$ cat src/rtl/baud_pkg.sv
package baud_pkg;
  localparam int unsigned CFG_W = 16;

  // number of counts after a reload at which the serial clock rises
  function automatic logic [31:0] rise_after(input logic [31:0] rld);
    return (rld + 32'd1) >> 1;
  endfunction

  // counter value at which the rising edge is scheduled
  function automatic logic [31:0] rise_count(input logic [31:0] rld);
    return rld - rise_after(rld) + 32'd1;
  endfunction
endpackage

$ cat src/rtl/baud_cfg_reg.sv
module baud_cfg_reg #(
  parameter int unsigned DW = 16,
  localparam int unsigned BE_W = DW / 8
) (
  input  logic            clk,
  input  logic            rst_n,
  input  logic            wr_en,
  input  logic [BE_W-1:0] wr_be,
  input  logic [DW-1:0]   wr_data,
  output logic [DW-1:0]   cfg_q,
  output logic            ext_sel,
  output logic [DW-2:0]   reload_val
);
  logic full_wr;
  assign full_wr = wr_en && (&wr_be);

  always_ff @(posedge clk or negedge rst_n) begin
    if (!rst_n)       cfg_q <= '0;
    else if (full_wr) cfg_q <= wr_data;
  end

  assign ext_sel    = cfg_q[DW-1];
  assign reload_val = cfg_q[DW-2:0];


  partial_wr_ignored_chk: assert property (@(posedge clk) disable iff (!rst_n)
    (wr_en && !(&wr_be)) |=> $stable(cfg_q));
endmodule

$ cat src/rtl/baud_src_sel.sv
module baud_src_sel #(
  parameter int unsigned SYNC_STAGES = 2
) (
  input  logic clk,
  input  logic rst_n,
  input  logic ext_sel,
  input  logic ext_clk,
  output logic count_en
);
  logic [SYNC_STAGES:0] sync_sh;
  logic                 ext_rise;

  always_ff @(posedge clk or negedge rst_n) begin
    if (!rst_n) sync_sh <= '0;
    else        sync_sh <= {sync_sh[SYNC_STAGES-1:0], ext_clk};
  end

  assign ext_rise = sync_sh[SYNC_STAGES-1] && !sync_sh[SYNC_STAGES];
  assign count_en = ext_sel ? ext_rise : 1'b1;


  ext_pulse_chk: assert property (@(posedge clk) disable iff (!rst_n)
    (ext_sel && count_en) |=> !(ext_sel && count_en));
endmodule

$ cat src/rtl/baud_reload_ctr.sv
module baud_reload_ctr
  import baud_pkg::*;
#(
  parameter int unsigned RW = 15
) (
  input  logic          clk,
  input  logic          rst_n,
  input  logic          count_en,
  input  logic          prog_clr,
  input  logic [RW-1:0] reload_val,
  output logic          ser_clk,
  output logic          baud_tick
);
  logic [RW-1:0] cnt_q;
  logic [RW-1:0] act_rld_q;
  logic [RW-1:0] rise_at;
  logic          wrap_evt;
  logic          mid_evt;

  assign rise_at  = RW'(rise_count(32'(act_rld_q)));
  assign wrap_evt = count_en && (cnt_q == '0) && !prog_clr;
  assign mid_evt  = count_en && (cnt_q != '0) && (cnt_q == rise_at) && !prog_clr;

  always_ff @(posedge clk or negedge rst_n) begin
    if (!rst_n) begin
      cnt_q     <= '0;
      act_rld_q <= '0;
      ser_clk   <= 1'b1;
      baud_tick <= 1'b0;
    end else begin
      baud_tick <= wrap_evt;
      if (prog_clr || wrap_evt) begin
        cnt_q     <= reload_val;
        act_rld_q <= reload_val;
        ser_clk   <= 1'b0;
      end else if (count_en) begin
        cnt_q <= cnt_q - 1'b1;
        if (mid_evt) ser_clk <= 1'b1;
      end
    end
  end


  clr_reload_chk: assert property (@(posedge clk) disable iff (!rst_n)
    prog_clr |=> (cnt_q == $past(reload_val)) && !baud_tick);

  no_early_reload_chk: assert property (@(posedge clk) disable iff (!rst_n)
    (count_en && (cnt_q != '0) && !prog_clr) |=>
      (cnt_q == $past(cnt_q) - 1'b1) && $stable(act_rld_q));

  tick_at_zero_chk: assert property (@(posedge clk) disable iff (!rst_n)
    baud_tick |-> ($past(cnt_q) == '0) && $past(count_en));

  low_after_wrap_chk: assert property (@(posedge clk) disable iff (!rst_n)
    wrap_evt |=> !ser_clk);
endmodule

$ cat src/rtl/baud_reload_gen.sv
module baud_reload_gen
  import baud_pkg::*;
#(
  parameter int unsigned DW = CFG_W,
  parameter int unsigned SYNC_STAGES = 2,
  localparam int unsigned RW = DW - 1,
  localparam int unsigned BE_W = DW / 8
) (
  input  logic            clk,
  input  logic            rst_n,
  input  logic            wr_en,
  input  logic [BE_W-1:0] wr_be,
  input  logic [DW-1:0]   wr_data,
  input  logic            prog_clr,
  input  logic            ext_clk,
  output logic [DW-1:0]   cfg_q,
  output logic            ser_clk,
  output logic            baud_tick
);
  logic          ext_sel;
  logic [RW-1:0] reload_val;
  logic          count_en;

  baud_cfg_reg #(.DW(DW)) u_cfg (
    .clk(clk), .rst_n(rst_n), .wr_en(wr_en), .wr_be(wr_be), .wr_data(wr_data),
    .cfg_q(cfg_q), .ext_sel(ext_sel), .reload_val(reload_val)
  );

  baud_src_sel #(.SYNC_STAGES(SYNC_STAGES)) u_src (
    .clk(clk), .rst_n(rst_n), .ext_sel(ext_sel), .ext_clk(ext_clk),
    .count_en(count_en)
  );

  baud_reload_ctr #(.RW(RW)) u_ctr (
    .clk(clk), .rst_n(rst_n), .count_en(count_en), .prog_clr(prog_clr),
    .reload_val(reload_val), .ser_clk(ser_clk), .baud_tick(baud_tick)
  );
endmodule

$ cat config.mk
export PLATFORM = sky130hd
export DESIGN_NAME = baud_reload_gen
export DESIGN_NICKNAME = d
export VERILOG_FILES = /design/src/rtl/baud_pkg.sv /design/src/rtl/baud_cfg_reg.sv /design/src/rtl/baud_src_sel.sv /design/src/rtl/baud_reload_ctr.sv /design/src/rtl/baud_reload_gen.sv
export SDC_FILE = /design/constraint.sdc
export NUM_CORES = 1
export LEC_CHECK = 0
export BUFFER_PORTS_ARGS = -buffer_cell sky130_fd_sc_hd__buf_2
export CAP_MARGIN = 10
export CORE_MARGIN = 5
export CORE_UTILIZATION = 45
export CTS_CLUSTER_SIZE = 8
export DETAILED_ROUTE_END_ITERATION = 10
export HOLD_SLACK_MARGIN = 0.03
export SLEW_MARGIN = 25
export SYNTH_ARGS = -nofsm -noshare
export SYNTH_HDL_FRONTEND = slang
export SYNTH_HIERARCHICAL = 1
export SYNTH_SLANG_ARGS = --single-unit
$ cat constraint.sdc
create_clock -name clk -period 9.8 [get_ports clk]
set_clock_uncertainty 0.1 [all_clocks]
set_input_delay 0.49 -clock clk [delete_from_list [all_inputs] [get_ports clk]]
set_output_delay 0.49 -clock clk [all_outputs]
set_load 0.02 [all_outputs]
-- Word-level counts from Yosys, hierarchy flattened
Cells that the tools add are included.
- word-level logic and storage cells: 33
- register bits: 51
- reduce and logical (&&, ||, !) cells: 16
- add/sub/neg operators: 4
- muxes and demuxes: 6
- equal/unequal tests: 1
- operator list (kind ; count):
    15-bit 2-to-1 mux ; 2
    15-bit by 1-bit adder with 16-bit output (second input constant) ; 1
    15-bit by 1-bit adder with 15-bit output (second input constant) ; 1
    15-bit equality test ; 1
    15-bit logical NOT ; 1
    15-bit nonzero test ; 1
    15-bit by 1-bit subtractor with 15-bit output (second input constant) ; 1
    15-bit subtractor ; 1
    1-bit logical AND ; 7
    1-bit 2-to-1 mux ; 4
    2-bit AND reduction ; 2
    2-bit nonzero test ; 2
    1-bit logical NOT ; 2
    1-bit logical OR ; 1

-- Logic depth before layout (Yosys ltp)
Gate-level depths: netlist (run 1).
- depth after elaboration: 9
- depth in mapped cells: 16

-- By module
Netlist (run 1), hierarchy kept.
- by module, submodules not included (module ; times used ; area each (um^2) ; cells each):
    baud_reload_ctr ; 1 ; 2758.9 ; 343
    baud_cfg_reg ; 1 ; 767.0 ; 50
    baud_src_sel ; 1 ; 87.6 ; 5

-- Least setup slack after synthesis (run 1)
Ideal clock, no wire load.
- kind: reg-to-reg
- start point: reg u_ctr.act_rld_q[2]
- end point: reg u_ctr.ser_clk
- stages on the path, launching flop included: 17
- clock period less this slack: 3.209 ns
- library setup time: 0.061 ns
- path slack: 6.591 ns
- arrival: 3.048 ns
- required time: 9.639 ns
- cell sequence: dfrtp_1 > nand3_1 > nor2_1 > and2_1 > nand4_1 > xor2_1 > ha_1 > ha_1 > clkbuf_1 > a21o_1 > a311oi_1 > nand2b_1 > and2_1 > mux2_1 > a211oi_1 > nand4_1 > nand2_1
- word-level cells in the longest chain between the ends: 8
- RTL lines (item ; line ; text):
    start, declared ; baud_reload_ctr.sv:15 ; logic [RW-1:0] act_rld_q;
    start signal, assigned ; baud_reload_ctr.sv:34 ; act_rld_q <= reload_val;
    15-bit by 1-bit adder with 16-bit output ; baud_pkg.sv:6 ; return (rld + 32'd1) >> 1;
    15-bit subtractor * ; baud_pkg.sv:11 ; return rld - rise_after(rld) + 32'd1;
    15-bit by 1-bit adder with 15-bit output * ; baud_pkg.sv:11 ;
    15-bit equality test * ; baud_reload_ctr.sv:22 ; assign mid_evt = count_en && (cnt_q != '0) && (cnt_q == rise_at) && !prog_clr;
    1-bit logical AND * (2 in a row) ; baud_reload_ctr.sv:22 ;
    2-bit nonzero test (no source line) * ; n/a ;
    2-bit AND reduction (no source line) * ; n/a ;
    end signal, assigned ; baud_reload_ctr.sv:28 ; ser_clk <= 1'b1;
    end signal, assigned ; baud_reload_ctr.sv:35 ; ser_clk <= 1'b0;
    end signal, assigned ; baud_reload_ctr.sv:38 ; if (mid_evt) ser_clk <= 1'b1;
    end, declared ; baud_reload_ctr.sv:11 ; output logic ser_clk,
Every way passes the cells marked *; elsewhere a longest branch is shown, timed or not.
A chain may end at the register's enable or synchronous reset.

-- Worst setup path after layout (run 1)
Ends and elaborated chain as after synthesis.

==> results of run 1 <==
-- per-stage QoR --
step	setup WS [ns]	total power, uW	instance area [um2]	hold slack, ns
CTS	6.20	912	3900	0.176
global placement	6.28	756	3780	0.233
floorplan	6.59	662	3610	0.0944
finish	6.23	905	3900	0.174
detailed placement	6.24	758	3780	0.237
global route	5.98	983	3900	0.173
-- report_power, final --
part | internal (uW) | switching, uW
Clock | 82.6 | 66.2
Combinational | 199 | 248
Sequential | 249 | 59.4
Total | 531 | 374
-- cells in the mapped netlist, types with 3 or more instances --
master / n
nand2b_1: 4
o21ai_0: 20
mux2_2: 6
or3_1: 4
nand2_1: 68
xor2_1: 17
a21oi_1: 21
clkbuf_1: 5
buf_4: 16
ha_1: 27
dfrtp_1: 50
inv_1: 12
a31oi_1: 6
nand4_1: 6
xnor2_1: 20
mux2_4: 10
buf_2: 5
a21o_1: 5
o221ai_1: 3
nand3_1: 15
and2_1: 3
nor2_1: 18
and3_1: 3
nor3_1: 12
-- kinds of logic after synthesis --
kind of cell | after synthesis
simple gates | 146
compound gates | 78
flops | 51
buf+inv | 40
xor+xnor | 37
fa+ha+maj | 28
mux | 18
-- worst min path at each step --
| stage | cells after the start | startpoint | to |
|---|---|---|---|
| after floorplan | 0 | rst_n | u_cfg/cfg_q[0]$_DFFE_PN0P_ |
| after global placement | 0 | u_src/sync_sh[0]$_DFF_PN0_ | u_src/sync_sh[1]$_DFF_PN0_ |
| after detailed placement | 0 | u_src/sync_sh[0]$_DFF_PN0_ | u_src/sync_sh[1]$_DFF_PN0_ |
| after CTS | 1 | ext_clk | u_src/sync_sh[0]$_DFF_PN0_ |
| after global routing | 1 | ext_clk | u_src/sync_sh[0]$_DFF_PN0_ |
| final | 2 | rst_n | u_src/sync_sh[2]$_DFF_PN0_ |
-- layout make-up --
cell class	count	share of cell area [%]
Clock inverter	2	0.899
Clock buffer	6	2.12
Timing Repair Buffer	42	5.52
Inverter	13	1.25
Multi-Input combinational cell	307	54.2
Tap cell	102	3.27
Sequential cell	51	32.8
-- routing by layer --
layer  up-vias  GRT usage (%)
li1       1428              -
met1      1323           24.2
met2        55           25.6
met3         7           2.24
met4         0           4.41
met5         -              0
-- flip-flops by register name, summed over array words and instances, names as in the netlist --
signal / cells
u_ctr/baud_tick: 1
u_ctr/ser_clk: 1
u_ctr/cnt_q: 15
u_src/sync_sh: 3
u_cfg/cfg_q: 16
u_ctr/act_rld_q: 15
-- worst register-to-register path: cells and delay by family (launching register included) --
family / cells / cell delay, ns
AO/OA/AOI/OAI: 2 / 0.32
XOR/XNOR: 2 / 0.37
adder cells (fa/ha/maj): 3 / 0.82
flip-flops: 1 / 0.44
multiplexers: 1 / 0.28
AND/OR/NAND/NOR: 8 / 1.18
==> summary.txt, run 1 <==
Worst setup path
  • Worst Path Required: 9.95 ns
  • CP cell instances: ha_1, nand3_1, nor2_1, nand3_1, nor2_1, xnor2_1, ha_1, ha_1, xnor2_1, a311oi_1, nand2b_1, and2_1, mux2_1, a211oi_1, nand4_1, nand2_1
  • RR Startpoint: u_ctr/act_rld_q[2]$_DFFE_PN0N_
  • CP Capture Point: u_ctr/ser_clk$_DFFE_PN1P_
  • Cell mode on critical path: ha_1
  • Worst Setup Start Kind: flip-flop
  • Crit path kind: reg2reg
  • Levels on crit path: 16
  • Reg2reg end: u_ctr/ser_clk$_DFFE_PN1P_
  • Largest fanout on the critical path: 6
  • CP endpoint kind: flip-flop
  • Sum of buffers and inverters on the critical path: 0
  • Delay-heaviest family, CP: simple AND/OR/NAND/NOR gates
  • Peak per-stage delay on the critical path: 0.44 ns
  • Number of cells on the worst reg-to-reg path: 16
  • Worst Setup SP: u_ctr/act_rld_q[2]$_DFFE_PN0N_
  • Flop-to-flop setup slack: 6.23 ns
  • Slowest stage cell, crit path: dfrtp_1
  • Critical path arrival: 3.72 ns

Synth
  • Adder-cell share of the synthesized area: 9.90%
  • Synth area leaders: dfrtp_1 (35%), ha_1 (9.3%), nand2_1 (7.1%)
  • Synth Area in XOR/XNOR: 8.97%
  • Average size of a mapped cell: 9.08 um2
  • Share of the synthesized area in the top cell type: 34.6%
  • Synth Area in Compound Gates: 13.4%
  • Simple-gate share of the synthesized area: 19.5%
  • Net count after synthesis: 449
  • Mux share of post-synthesis cell area: 6.61%
  • Post-Syn Area: 3610 um2
  • Count of cell types in the netlist: 56
  • Largest area contributor in the netlist: dfrtp_1
  • Yosys warning total: 6
  • Largest family of logic cells by synthesized area: simple AND/OR/NAND/NOR gates
  • Sequential area share after synthesis: 35.4%
  • Async set or reset register ratio after synthesis: 100%
  • Synth Flop Type: dfrtp_1
  • EDFF count, synth: 0
  • Cell count after synthesis: 398
  • Yosys reg bits: 51

GRT
  • Gr usage total: 16.5%
  • Vias in the first global route: 2751
  • Pin count of the biggest net entering global routing: 52
  • Total gr overflow: 0
  • Initial antenna violation count: 0
  • First-pass GRT wire length: 13.3 mm

Clock network
  • TritonCTS Sinks: 51
  • Post-CTS setup buffer count: 0
  • Skew-Pair Late Insertion Delay: 0.30 ns
  • Post-cts resize count: 0
  • CTS tree: built
  • Root buf cell: clkbuf_8
  • CTS max path bufs: 2
  • Cts hold-fix bufs: 0
  • CTS buffer count: 5
  • CTS clk-pin slew, worst paths: 0.09 ns
  • H-tree depth: 2

Route
  • Iter 0 DRT Violations: 82
  • Vias: 2813
  • Number of detailed-route iterations in the first pass: 4
  • Metal2 WL: 3.56 mm
  • ANT nets after route: 0
  • Post-route DRC violation count: 0
  • Wire per inst: 15.0 um
  • Met3 wire len: 273 um
  • Routed wire length: 7.87 mm
  • Met1 WL: 3.94 mm
  • Uppermost layer routed: met4
  • Via density: 5.38

STA
  • Final critical-path share of the clock period: 36.5%
  • Fin crit period: 3.57 ns
  • Max frequency: 280 MHz
  • Max-slew violation count: 0
  • RSZ-0062 raised after global routing: false
  • Post-Route Setup TNS: 0 ns
  • Final setup viols: 0
  • Final Hold Vio Count: 0
  • Worst Max-Slew Pin Slew: 0.922 ns
  • Max_slew headroom: 38.5%

Power and ir drop
  • Leak Pwr: 0.00179 uW
  • Peak supply drop: 0.0873 mV
  • Pwr Density: 232 nW/um2

Floorplan
  • Die Height: 99.6 um
  • Top-level port count: 41
  • Die width: 99.6 um
  • Die area: 9920 um2
  • Initial Util: 46.5%
  • Row cnt: 32
  • Core ar.: 7770 um2

Place
  • Cells after DPL: 515
  • Dpl hpwl: 6.24 mm
  • # port buffers: 40
  • Placer Congestion: 0.888

Layout
  • Fillers: 771
  • Commonest non-fill, non-tap cell in the layout: nand2_1
  • Final core occ: 50.2%
  • Nets: 471
  • ANT cells: 0
  • Final non-filler cell total: 523
  • Most frequent cells in the layout: nand2_1 (68), dfrtp_1 (50), buf_2 (40)
  • Share of layout cells above drive strength 1: 18.1%
  • Sequential cell area: 1280 um2
  • Area of the multi-input gates: 2110 um2
  • Area Overhead vs Synth: 7.89%

Job
  • Max-cap violations: 0

Hold path
  • Hold crit path type: in2async

Status
  • Status: complete, no violations
No activity file was read; power rests on OpenSTA's default activity.
==> inputs of run 2 (changes only) <==
- clock period: 9.8 -> 3.55 ns (I/O delays scaled with it)
==> run 2 against run 1 <==
  * Wire length grew 4.7%
  * Flip-flop and latch count is the same
  * Final area grew 7.6%
==> summary.txt, run 2 (synthesized netlist as in run 1, its figures left out) <==
Status
  • Status: complete, no violations

STA
  • RSZ-0062 raised after global routing: false
  • Post-Route Setup TNS: 0 ns
  • Fin crit period: 3.32 ns
  • Worst setup margin: 0.234 ns
  • Max-slew violation count: 0
  • Max frequency: 302 MHz
  • Final setup viols: 0
  • Worst Max-Slew Pin Slew: 0.697 ns
  • Max_slew headroom: 53.6%
  • Final Hold Vio Count: 0
  • Final critical-path share of the clock period: 93.4%

Worst setup path
  • Flop-to-flop setup slack: 0.23 ns
  • Slowest stage cell, crit path: dfrtp_2
  • Sum of buffers and inverters on the critical path: 1
  • CP endpoint kind: flip-flop
  • Delay-heaviest family, CP: adder cells
  • Number of cells on the worst reg-to-reg path: 15
  • Largest fanout on the critical path: 6
  • Cell mode on critical path: nand3_1
  • Worst Setup Start Kind: flip-flop
  • CP cell instances: ha_2, nand3_1, nor2_2, buf_4, nand3_1, xor2_1, ha_1, ha_1, nand3_1, a211oi_1, o221ai_1, xnor2_1, nor2_1, nand4_1, nand2_1
  • Crit path kind: reg2reg
  • Peak per-stage delay on the critical path: 0.43 ns
  • Worst Path Required: 3.69 ns
  • Reg2reg end: u_ctr/ser_clk$_DFFE_PN1P_
  • RR Startpoint: u_ctr/act_rld_q[2]$_DFFE_PN0N_
  • Critical path arrival: 3.46 ns

Power and ir drop
  • Combinational fraction of design power: 49.7%
  • Leak Pwr: 0.00189 uW
  • Peak supply drop: 0.269 mV
  • P_int: 1570 uW
  • Clock Power Share: 17.6%
  • Pwr Density: 628 nW/um2
  • Switching share of power: 40.5%
  • Flop pwr share: 32.7%
  • NetSw: 1070 uW

GRT
  • Vias in the first global route: 2908
  • Pin count of the biggest net entering global routing: 33
  • Gr usage total: 17.2%
  • Initial antenna violation count: 0
  • First-pass GRT wire length: 13.8 mm
  • Total gr overflow: 0

Route
  • Wire per inst: 15.1 um
  • Routed wire length: 8.23 mm
  • Post-route DRC violation count: 0
  • ANT nets after route: 0
  • Vias: 2952
  • Number of detailed-route iterations in the first pass: 4
  • Iter 0 DRT Violations: 110
  • Via density: 5.42

Clock network
  • CTS tree: built
  • CTS buffer count: 5
  • TritonCTS Sinks: 51
  • Post-CTS setup buffer count: 0
  • CTS clk-pin slew, worst paths: 0.09 ns
  • CTS max path bufs: 2
  • H-tree depth: 2
  • Root buf cell: clkbuf_8
  • Skew-Pair Late Insertion Delay: 0.29 ns

Place
  • Pre-CTS setup slack: 0.0700 ns
  • # port buffers: 40
  • Dpl hpwl: 6.36 mm
  • Placer Congestion: 0.871

Layout
  • Commonest non-fill, non-tap cell in the layout: nand2_1
  • Nets: 493
  • Largest regs: u_cfg/cfg_q x16, u_ctr/act_rld_q x15, u_ctr/cnt_q x15
  • Most frequent cells in the layout: nand2_1 (68), dfrtp_1 (45), buf_2 (40)
  • Fillers: 726
  • Share of layout cells above drive strength 1: 22.1%
  • Area of the multi-input gates: 2170 um2
  • Area Overhead vs Synth: 16.1%
  • Sequential cell area: 1280 um2
  • Max reg flops: 16
  • Most flop-heavy register: u_cfg/cfg_q
  • ANT cells: 0

Hold path
  • WHS Endpoint: u_ctr/cnt_q[3]$_DFFE_PN0P_
  • Hold crit path type: in2reg
  • Hold Crit Start: prog_clr
  • Worst Hold Depth: 3

Floorplan
  • Die Height: 99.6 um
  • Core ar.: 7770 um2
  • Die width: 99.6 um
  • Initial Util: 46.5%
  • Row cnt: 32
  • Die area: 9920 um2
  • Top-level port count: 41

Job
  • Max-cap violations: 0
[run 2: power groups by stage]
stage	Combinational (uW)	Clock (uW)	Sequential, uW
6_report	1310	465	863
5_1_grt	1470	502	885
3_5_place_dp	1240	0	865
4_1_cts	1260	479	855
2_1_floorplan	976	0	851
3_3_place_gp	1220	0	864
[run 2: worst reg2reg max path, cell delays in order (launching register included)]
cell and delay (ns):
dfrtp_2 0.43, ha_2 0.21, nand3_1 0.12, nor2_2 0.14, buf_4 0.14, nand3_1 0.08
xor2_1 0.16, ha_1 0.28, ha_1 0.43, nand3_1 0.15, a211oi_1 0.33, o221ai_1 0.21
xnor2_1 0.17, nor2_1 0.13, nand4_1 0.10, nand2_1 0.08
[run 2: final cells by class]
type | count | area share [%]
Multi-Input combinational cell | 307 | 51.8
Sequential cell | 51 | 30.6
Timing Repair Buffer | 64 | 10.1
Tap cell | 102 | 3.04
Clock buffer | 5 | 1.64
Clock inverter | 3 | 1.61
Inverter | 13 | 1.16
[run 2: metrics by stage]
step | util [%] | hold WS (ns) | power [uW] | cell area [um2] | std cells
global route | 54.0 | 0.173 | 2850 | 4200 | 545
floorplan | - | -0.218 | 1830 | 3610 | 398
detailed placement | 49.1 | 0.174 | 2100 | 3810 | 519
global placement | 49.1 | 0.187 | 2090 | 3810 | 519
CTS | 53.1 | 0.156 | 2590 | 4130 | 545
finish | 54.0 | 0.163 | 2640 | 4200 | 545
[run 2: worst max path at each step]
| stage | start | end | slack, ns | depth (start not counted) |
|---|---|---|---|---|
| final | u_ctr/act_rld_q[2]$_DFFE_PN0N_ | u_ctr/ser_clk$_DFFE_PN1P_ | 0.23 | 15 |
| after global routing | u_ctr/act_rld_q[2]$_DFFE_PN0N_ | u_ctr/ser_clk$_DFFE_PN1P_ | 0.01 | 15 |
| after CTS | u_ctr/act_rld_q[2]$_DFFE_PN0N_ | u_ctr/ser_clk$_DFFE_PN1P_ | 0.04 | 16 |
| after detailed placement | u_ctr/act_rld_q[2]$_DFFE_PN0N_ | u_ctr/ser_clk$_DFFE_PN1P_ | 0.07 | 16 |
| after global placement | u_ctr/act_rld_q[0]$_DFFE_PN0N_ | u_ctr/ser_clk$_DFFE_PN1P_ | 0.13 | 15 |
| after floorplan | u_ctr/act_rld_q[2]$_DFFE_PN0N_ | u_ctr/ser_clk$_DFFE_PN1P_ | 0.34 | 16 |
[run 2: repair_timing]
item                                    4_1_cts  5_1_grt
endpoints found under the setup margin        0        1
resized for setup                             0       19
hold endpoints to repair                     47        0
hold buffers                                 18        0
[run 2: routing by layer]
layer | global-route usage (%) | part of all wire [%] | up-vias
met5 | 0 | 0 | -
met4 | 5.46 | 1.6 | 0
met3 | 2.81 | 4.2 | 13
met2 | 26.8 | 45 | 67
met1 | 24.6 | 49 | 1385
li1 | - | - | 1487
==> inputs of run 3 (changes only) <==
- CELL_PAD_IN_SITES_DETAIL_PLACEMENT: unset -> 2
- CELL_PAD_IN_SITES_GLOBAL_PLACEMENT: unset -> 2
- CORE_UTILIZATION: 45 -> 37
- PLACE_DENSITY_LB_ADDON: unset -> 0.1
- RECOVER_POWER: unset -> 25
==> run 3 against run 2 <==
  * The run now ends with capacitance limit, slew limit left
  * Flip-flop and latch count did not move
  * Critical path depth rose by 1
  * Maximum frequency fell by 1.9%
  * Combinational power rose by 7%
  * Register-to-register slack got worse by 0.06 ns
==> summary.txt, run 3 (synthesized netlist as in run 1, its figures left out) <==
Status
  • Status: complete, but fails checks
  • Failing checks: capacitance limit, slew limit

GRT
  • Pin count of the biggest net entering global routing: 35
  • First-pass GRT wire length: 18.5 mm
  • Vias in the first global route: 3517
  • Initial antenna violation count: 0
  • Gr usage total: 20.2%
  • Total gr overflow: 0

Layout
  • Most flop-heavy register: u_cfg/cfg_q
  • Fillers: 1121
  • Sequential cell area: 1280 um2
  • Nets: 502
  • Commonest non-fill, non-tap cell in the layout: nand2_1
  • Largest regs: u_cfg/cfg_q x16, u_ctr/act_rld_q x15, u_ctr/cnt_q x15
  • Final core occ: 43.8%
  • Share of layout cells above drive strength 1: 17.5%
  • ANT cells: 0
  • Design Area, Final: 4230 um2
  • Final non-filler cell total: 585
  • Max reg flops: 16
  • Area Overhead vs Synth: 17.0%
  • Most frequent cells in the layout: nand2_1 (68), dfrtp_1 (45), buf_2 (25), ha_1 (25), a21oi_1 (21)
  • Area of the multi-input gates: 2120 um2

Clock network
  • TritonCTS Sinks: 51
  • CTS tree: built
  • CTS max path bufs: 2
  • H-tree depth: 2
  • Root buf cell: clkbuf_8
  • CTS buffer count: 5
  • CTS clk-pin slew, worst paths: 0.10 ns
  • Skew-Pair Late Insertion Delay: 0.31 ns

Worst setup path
  • Levels on crit path: 16
  • Crit path kind: reg2reg
  • RR Startpoint: u_ctr/act_rld_q[1]$_DFFE_PN0N_
  • CP cell instances: ha_1, nand3_1, nor2_2, nand3_1, nor2_1, xnor2_1, ha_1, ha_2, xnor2_2, a311oi_1, nand2b_1, and2_1, mux2_1, a211oi_2, nand4_1, nand2_1
  • CP endpoint kind: flip-flop
  • Slowest stage cell, crit path: dfrtp_2
  • Delay-heaviest family, CP: simple AND/OR/NAND/NOR gates
  • Sum of buffers and inverters on the critical path: 0
  • Critical path arrival: 3.54 ns
  • Worst Path Required: 3.71 ns
  • Peak per-stage delay on the critical path: 0.42 ns
  • Worst Setup Start Kind: flip-flop
  • Largest fanout on the critical path: 5
  • Worst Setup SP: u_ctr/act_rld_q[1]$_DFFE_PN0N_
  • Number of cells on the worst reg-to-reg path: 16

Power and ir drop
  • Total power: 2750 uW
  • Switching share of power: 42.5%
  • Peak supply drop: 0.225 mV
  • Leak Pwr: 0.00185 uW
  • Pwr Density: 652 nW/um2
  • Flop pwr share: 31.6%
  • Clock Power Share: 17.5%
  • NetSw: 1170 uW
  • P_int: 1580 uW
  • Combinational fraction of design power: 50.9%

STA
  • Final Hold Vio Count: 0
  • Final setup viols: 0
  • Post-Route Setup TNS: 0 ns
  • Max_slew headroom: -31.7%
  • Final critical-path share of the clock period: 95.2%
  • Fin crit period: 3.38 ns
  • Max frequency: 296 MHz
  • Worst Max-Slew Pin Slew: 1.98 ns
  • Max-slew violation count: 35

Route
  • Via density: 5.38
  • Wire per inst: 19.2 um
  • Vias: 3150
  • Number of detailed-route iterations in the first pass: 4
  • ANT nets after route: 0
  • Routed wire length: 11.2 mm
  • Iter 0 DRT Violations: 87
  • Post-route DRC violation count: 0

Floorplan
  • Top-level port count: 41
  • Die width: 109 um
  • Die area: 11800 um2
  • Die Height: 109 um
  • Core ar.: 9640 um2
  • Initial Util: 37.5%
  • Row cnt: 36

Place
  • Placer Congestion: 0.836
  • Post-DP Area: 3900 um2
  • Dpl hpwl: 8.75 mm
  • Cells after DPL: 557
  • # port buffers: 40

Hold path
  • Hold Crit Start: prog_clr
  • Worst Hold Depth: 3
  • Hold crit path type: in2reg

Job
  • Max-cap violations: 1
==> run 3: cell count changes in the layout (fill, tap and decap cells not counted), sizes merged <==
cell,delta
buf,-6
clkbuf,+15
==> run 3: power groups by stage <==
stage	Clock, uW	Sequential (uW)	Combinational, uW
global placement	0	865	1320
global route	523	890	1560
floorplan	0	851	976
CTS	494	867	1400
detailed placement	0	876	1360
finish	483	869	1400
==> run 3: per-stage QoR <==
stage	worst slack, ns	hold slack (ns)
floorplan	0.341	-0.218
global placement	0.192	0.187
detailed placement	-0.0129	0.192
CTS	0.0253	0.165
global route	-0.0550	0.162
finish	0.170	0.170
==> run 3: layer usage <==
metal / share of wire [%] / track usage [%]
met1: 45 / 26.4
met2: 49 / 34.6
met3: 3.3 / 2.84
met4: 2.6 / 6.31
met5: 0 / 0
==> run 3: timing repair <==
action / 4_1_cts / 5_1_grt
endpoints found under the setup margin: 1 / 1
hold buffers: 18 / 0
setup buffers: 0 / 2
gates cloned: 0 / 0
hold endpoints to repair: 49 / 0
gates resized for setup: 1 / 12
pin swaps: 0 / 3
==> run 3: worst paths after layout <==
path / endpoint / slack [ns]
max: u_ctr/ser_clk$_DFFE_PN1P_ / 0.17
min in group asynchronous: u_src/sync_sh[0]$_DFF_PN0_ / 0.87
max in group asynchronous: u_ctr/act_rld_q[4]$_DFFE_PN0N_ / 1.19
min reg2reg: u_src/sync_sh[1]$_DFF_PN0_ / 0.26
max reg2reg: u_ctr/ser_clk$_DFFE_PN1P_ / 0.17
min: u_ctr/cnt_q[3]$_DFFE_PN0P_ / 0.17
==> run 3: area by class of cell <==
| cell class | count | area share [%] |
|---|---|---|
| Inverter | 13 | 1.15 |
| Clock inverter | 3 | 1.60 |
| Multi-Input combinational cell | 307 | 50.1 |
| Sequential cell | 51 | 30.4 |
| Clock buffer | 5 | 1.63 |
| Tap cell | 133 | 3.94 |
| Timing Repair Buffer | 73 | 11.2 |
==> run 3: tightest hold or removal path: stages <==
cell	delay, ns
buf_2	0.21
nand2_1	0.09
a22oi_1	0.06
